--- src/rtl/qenc_pkg.sv ---
// Shared types for the quadrature encoder counter.
// Assumes nothing beyond standard SystemVerilog packages.
package qenc_pkg;

    // Classification of one filtered sample step.
    typedef enum logic [1:0] {
        STEP_NONE = 2'd0,
        STEP_UP   = 2'd1,
        STEP_DOWN = 2'd2,
        STEP_BAD  = 2'd3
    } step_t;

endpackage

--- src/rtl/qenc_filter.sv ---
// Synchronizer plus level-persistence glitch filter for one raw input.
// The output takes a new level only after the synchronized input has
// differed from it for FILT_LEN consecutive cycles.
// Assumes SYNC_STAGES >= 2 and FILT_LEN >= 2.
module qenc_filter #(
    parameter int SYNC_STAGES = 2,
    parameter int FILT_LEN    = 4
) (
    input  logic clk,
    input  logic rst_n,
    input  logic raw,
    output logic clean
);
    localparam int FCW = $clog2(FILT_LEN);

    logic [SYNC_STAGES-1:0] sync_q;
    logic [FCW-1:0]         run_len;
    logic                   sync_out;

    assign sync_out = sync_q[SYNC_STAGES-1];

    // Shift the raw level through the synchronizer chain.
    always_ff @(posedge clk) begin
        if (!rst_n) sync_q <= '0;
        else        sync_q <= {sync_q[SYNC_STAGES-2:0], raw};
    end

    // Count how long the synchronized level has differed, then accept it.
    always_ff @(posedge clk) begin
        if (!rst_n) begin
            run_len <= '0;
            clean   <= 1'b0;
        end else if (sync_out == clean) begin
            run_len <= '0;
        end else if (run_len == FCW'(FILT_LEN - 1)) begin
            clean   <= sync_out;
            run_len <= '0;
        end else begin
            run_len <= run_len + 1'b1;
        end
    end

    // The filtered level only moves toward a differing synchronized level.
    assert_filter_follows_R6: assert property (@(posedge clk) disable iff (!rst_n)
        !$stable(clean) |-> $past(sync_out != clean));

endmodule

--- src/rtl/qenc_decode.sv ---
// Step decoder: compares the filtered phase pair with its previous value
// and reports up, down, no move or invalid (both phases changed).
// Assumes inputs are already synchronized and filtered.
module qenc_decode
    import qenc_pkg::*;
(
    input  logic       clk,
    input  logic       rst_n,
    input  logic [1:0] ab,      // bit 1 = phase A, bit 0 = phase B
    output step_t      step
);
    logic [1:0] prev_ab;
    logic [1:0] cur_ph;
    logic [1:0] prev_ph;
    logic [1:0] ph_diff;

    // Remember last cycle's filtered pair.
    always_ff @(posedge clk) begin
        if (!rst_n) prev_ab <= 2'b00;
        else        prev_ab <= ab;
    end

    // Map the Gray-coded pair to a phase index 0..3 and take the difference.
    always_comb begin
        cur_ph  = {ab[0], ab[1] ^ ab[0]};
        prev_ph = {prev_ab[0], prev_ab[1] ^ prev_ab[0]};
        ph_diff = cur_ph - prev_ph;
        unique case (ph_diff)
            2'd0:    step = STEP_NONE;
            2'd1:    step = STEP_UP;
            2'd3:    step = STEP_DOWN;
            default: step = STEP_BAD;
        endcase
    end

    // A single-phase change always yields a valid direction.
    assert_single_change_valid_R2: assert property (@(posedge clk) disable iff (!rst_n)
        ($countones(ab ^ prev_ab) == 1) |-> (step == STEP_UP || step == STEP_DOWN));

endmodule

--- src/rtl/qenc_counter.sv ---
// Quadrature encoder counter: filters two phase inputs, decodes steps at
// four counts per cycle, and keeps a wrapping count in 0..reload with a
// direction output and reversal events.
// Assumes in_a/in_b are asynchronous; reload may change at any time.
module qenc_counter
    import qenc_pkg::*;
#(
    parameter int CNT_W       = 16,
    parameter int SYNC_STAGES = 2,
    parameter int FILT_LEN    = 4
) (
    input  logic             clk,
    input  logic             rst_n,
    input  logic             enable,
    input  logic             continuous,
    input  logic             in_a,
    input  logic             in_b,
    input  logic [CNT_W-1:0] reload,
    output logic [CNT_W-1:0] count,
    output logic             dir_down,
    output logic             up_evt,
    output logic             down_evt
);
    logic [1:0]       raw_ab;
    logic [1:0]       clean_ab;
    step_t            step;
    logic             run;
    logic             has_dir;
    logic             is_move;
    logic             go_down;
    logic [CNT_W-1:0] next_count;

    assign raw_ab = {in_a, in_b};
    assign run    = enable & continuous;

    // One filter per phase input.
    for (genvar g = 0; g < 2; g++) begin : g_filt
        qenc_filter #(
            .SYNC_STAGES(SYNC_STAGES),
            .FILT_LEN   (FILT_LEN)
        ) u_filt (
            .clk  (clk),
            .rst_n(rst_n),
            .raw  (raw_ab[g]),
            .clean(clean_ab[g])
        );
    end

    qenc_decode u_dec (
        .clk  (clk),
        .rst_n(rst_n),
        .ab   (clean_ab),
        .step (step)
    );

    // Next count with wrap at both ends of the range.
    always_comb begin
        is_move = (step == STEP_UP) || (step == STEP_DOWN);
        go_down = (step == STEP_DOWN);
        if (go_down) next_count = (count == '0) ? reload : count - 1'b1;
        else         next_count = (count >= reload) ? '0 : count + 1'b1;
    end

    // Update count, direction and reversal events on each counted step.
    always_ff @(posedge clk) begin
        if (!rst_n) begin
            count    <= '0;
            dir_down <= 1'b0;
            has_dir  <= 1'b0;
            up_evt   <= 1'b0;
            down_evt <= 1'b0;
        end else begin
            up_evt   <= 1'b0;
            down_evt <= 1'b0;
            if (!run) begin
                has_dir <= 1'b0;
            end else if (is_move) begin
                count    <= next_count;
                dir_down <= go_down;
                has_dir  <= 1'b1;
                if (has_dir && (dir_down != go_down)) begin
                    up_evt   <= !go_down;
                    down_evt <= go_down;
                end
            end
        end
    end

    // Idle block holds its count.
    assert_idle_hold_R5: assert property (@(posedge clk) disable iff (!rst_n)
        !run |=> $stable(count));

    // Invalid steps leave the count alone.
    assert_bad_step_noop_R7: assert property (@(posedge clk) disable iff (!rst_n)
        (run && step == STEP_BAD) |=> $stable(count) && !up_evt && !down_evt);

    // Events are exclusive and agree with the reported direction.
    assert_evt_exclusive_R9: assert property (@(posedge clk) disable iff (!rst_n)
        $countones({up_evt, down_evt}) <= 1);
    assert_evt_matches_dir_R9: assert property (@(posedge clk) disable iff (!rst_n)
        (up_evt |-> !dir_down) and (down_evt |-> dir_down));

    // No event on the first step once counting starts.
    assert_first_step_quiet_R10: assert property (@(posedge clk) disable iff (!rst_n)
        $rose(run) |=> !up_evt && !down_evt);

endmodule

--- config.mk ---
export PLATFORM = sky130hd
export DESIGN_NAME = qenc_counter
export DESIGN_NICKNAME = d
export VERILOG_FILES = /design/src/rtl/qenc_pkg.sv /design/src/rtl/qenc_filter.sv /design/src/rtl/qenc_decode.sv /design/src/rtl/qenc_counter.sv
export SDC_FILE = /design/constraint.sdc
export NUM_CORES = 1
export LEC_CHECK = 0
export CAP_MARGIN = 20
export CORE_MARGIN = 1.5
export CORE_UTILIZATION = 55
export CTS_CLUSTER_SIZE = 16
export DETAILED_ROUTE_END_ITERATION = 12
export HOLD_SLACK_MARGIN = 0.03
export PLACE_DENSITY = 0.92
export SYNTH_ARGS = -nofsm -noshare
export SYNTH_HDL_FRONTEND = slang
export SYNTH_SLANG_ARGS = --single-unit
--- constraint.sdc ---
create_clock -name clk -period 2.8 [get_ports clk]
set_clock_uncertainty 0.1 [all_clocks]
set_input_delay 0.28 -clock clk [delete_from_list [all_inputs] [get_ports clk]]
set_output_delay 0.28 -clock clk [all_outputs]
set_load 0.01 [all_outputs]
==> impl_results.md <==
- Status: finished clean
- Synth area leaders: dfxtp_1 (24%), ha_1 (10%), nand4_1 (3.7%), xor2_1 (3.6%), nand2_1 (3.5%)
- Largest net degree at the start of global routing: 23
- CP Launch Type: primary input
- Clk root buf: clkbuf_8
- Nets@finish: 408
- Post-DRT Antenna Nets: 0
- HP Class: reg -> reg
- Arrival @ worst endpoint: 2.68 ns
- Worst Setup EP: count[1]
- Async set-reset flop share out of synthesis: 0%
- Final slew viol count: 0
- Finished Core Util: 68.1%
- Maximum fanout along the worst path: 12
- Ant. Diodes: 0
- Skew-Pair Late Insertion Delay: 0.30 ns
- Endpoints failing hold: 0
- Most common cell after layout, fill and taps aside: clkdlybuf4s50_1
- Via/cell ratio: 6.30
- Syn Nets: about 370
- Sink Count: 32
- H-tree lvl count: 2
- Ports: 41
- Worst-path clk slew: around 0.070 ns
- EDFF count, synth: 0
- Cell area after synthesis: about 2700 µm²
- Yosys reg bits: 32
- Fillers: 388
- Worst rel slew slack: 46.3%
- Worst R2R Path Depth: 9
- Required @ worst endpoint: 2.85 ns
- CTS tree: built
- # port buffers: 40
- FF/Latch Area: about 640 µm²
- Placed wire-length estimate: approximately 5000 µm
- Initial Utilization: 56.8%
- First-pass GRT wire length: 11700 µm
- Final setup violation count: 0
- Post-route clock period utilization: 94.0%
- Area Overhead vs Synth: 19.8%
- Dominant cell type by area after synthesis: dfxtp_1
- Vias in the first global route: 2530
- WP depth: 10
- Residual DRC count: 0
- Hold_buf cts: 0
- Yosys cell types: 59
- F_max: 380 MHz
- Syn Inst Count: 325
- Final worst path period need: 2.63 ns
- Peak supply drop: between 0.2 and 0.3 mV
- Drt initial violations: 245
- Critical path type: in -> reg
- Main synth FF type: dfxtp_1
- Footprint of the multi-input gates: 1770 µm²
- Crit Reg-Reg Startpoint: g_filt[0].u_filt.clean
- Buffer and inverter count on the worst path: 3
- Max Cap Viol: 0
- CTS Buf Count: 5
- Crit path from: reload[14]
- Critical path's slowest cell: clkdlybuf4s50_1
- DIE AREA: 5310 µm²
- Routed WL: around 7100 µm
- Worst stage delay on the critical path: between 0.5 and 0.6 ns
- Clock buffer depth: 2
- Sequential area share after synthesis: a little under a quarter
- Tot GR Track Use: 28.4%
- Design Power: around 1.6 mW
- Worst-Margin Slew: 0.805 ns
- Commonest non-fill, non-tap cells in the layout: clkdlybuf4s50_1 (40), dfxtp_1 (32), nand2_1 (25)
- Antenna violations before repair: 0
- Hold_ws: 0.331 ns
- Wire per inst: 16.4 µm
- Proportion of layout cells with a drive suffix above 1: roughly an eighth
- Setup total negative slack: 0 ns
- Die Y: between 70 and 80 µm
- Lkg Pwr: 1.32 nW
- Unrepaired setup endpoints after global routing: false
- Setup bufs post-CTS: 0
- Die W: 72.9 µm
- Core ar.: around 4700 µm²
- Pwr dens: 511 nW/µm²
- Post-synth top area share: 23.9%
- Via count: approximately 2.7k
- Top delay family on crit path: simple AND/OR/NAND/NOR gates
- Placer Congestion: 0.940
- R2r setup slk: between 0.2 and 0.3 ns
- Post-Syn Area per Cell: 8.26 µm²
- Synth warnings: 0
- Endpoint class of the critical path: register
- Post_cts resized: 0
- Reg2reg end: count[7]
- Drt first pass iters: 6
- # rows: 25
- GRT overflow: 0
- CP cell instances: clkdlybuf4s50_1, inv_1, ha_1, nand4_1, nor3_1, nor2b_1, a211oi_2, buf_4, a311oi_1, a211oi_1
-- Yosys cell counts (all sizes together), types with 3 or more instances --
cell	count
a32oi	5
nand3b	3
and3	4
nand2b	3
a21oi	12
nor3	20
nor4b	4
nor2b	5
o21ai	4
nor4	4
buf	15
xnor2	3
xor2	11
nand4	16
inv	22
clkbuf	11
dfxtp	32
nand3	17
nand2	28
and2	9
nor2	15
o211ai	17
ha	22
a211oi	3
a31oi	14
-- flip-flops by register name, summed over array words and instances (netlist names) --
signal                 flops
g_filt.u_filt.run_len      4
down_evt                   1
has_dir                    1
count                     16
up_evt                     1
dir_down                   1
g_filt.u_filt.clean        2
u_dec.prev_ab              2
g_filt.u_filt.sync_q       4
-- layout make-up --
cell class                      count  share of cell area [%]
Clock buffer                        6                    2.26
Clock inverter                      2                    1.09
Inverter                           22                    2.57
Multi-Input combinational cell    245                    54.9
Sequential cell                    32                    19.9
Tap cell                           67                    2.61
Timing Repair Buffer               58                    16.7
-- report_power, final --
| part | switching (mW) | internal [mW] |
|---|---|---|
| clock | 0.187 | 0.264 |
| combinational | 0.380 | 0.284 |
| sequential | 0.0488 | 0.479 |
-- per-layer routing --
layer / part of all wire, % / global-route usage, % / vias up
met5: 0 / 0 / -
met4: 3.9 / 13.0 / 0
met3: 7.7 / 5.94 / 38
met2: 46 / 46.6 / 153
met1: 42 / 35.7 / 1260
li1: - / - / 1271
-- worst register-to-register path: cells and delay by family (launching register included) --
| kind | cells | cell delay [ns] |
|---|---|---|
| buf+inv | 1 | 0.24 |
| xor+xnor | 2 | 0.55 |
| fa+ha+maj | 1 | 0.22 |
| compound gates | 3 | 0.56 |
| flops | 1 | 0.43 |
| simple gates | 2 | 0.35 |
-- cells by family (layout without fill, tap and decap cells) --
kind of cell	count (synthesis)	after routing	share of synthesized area (%)
xor gates and xnor gates	15	15	5.45
DFF	32	32	23.9
adders and majority gates	22	22	10.3
muxes	4	4	1.59
and+or+nand+nor	136	136	29.0
AOI/OAI and AO/OA	68	68	19.3
buffers and inverters	48	88	10.5
-- worst min path at each step --
stage,start,endpoint,slack [ns],cells past startpoint
finish,g_filt[0].u_filt.run_len[0],g_filt[0].u_filt.run_len[0],0.33,1
global route,g_filt[0].u_filt.sync_q[0],g_filt[0].u_filt.sync_q[1],0.36,1
CTS,g_filt[0].u_filt.run_len[0],g_filt[0].u_filt.run_len[0],0.34,1
detailed placement,g_filt[1].u_filt.sync_q[0],g_filt[1].u_filt.sync_q[1],0.32,1
global placement,g_filt[1].u_filt.run_len[0],g_filt[1].u_filt.run_len[0],0.32,1
floorplan,rst_n,g_filt[0].u_filt.sync_q[0],0.30,1
-- per-stage QoR --
stage	cell area, µm²	worst slack [ns]	std cells
2_1_floorplan	2680	0.552	325
3_3_place_gp	3110	0.242	424
3_5_place_dp	3110	0.0702	424
4_1_cts	3220	0.261	432
5_1_grt	3220	0.101	432
6_report	3220	0.169	432
(Power assumes the default switching activity.)
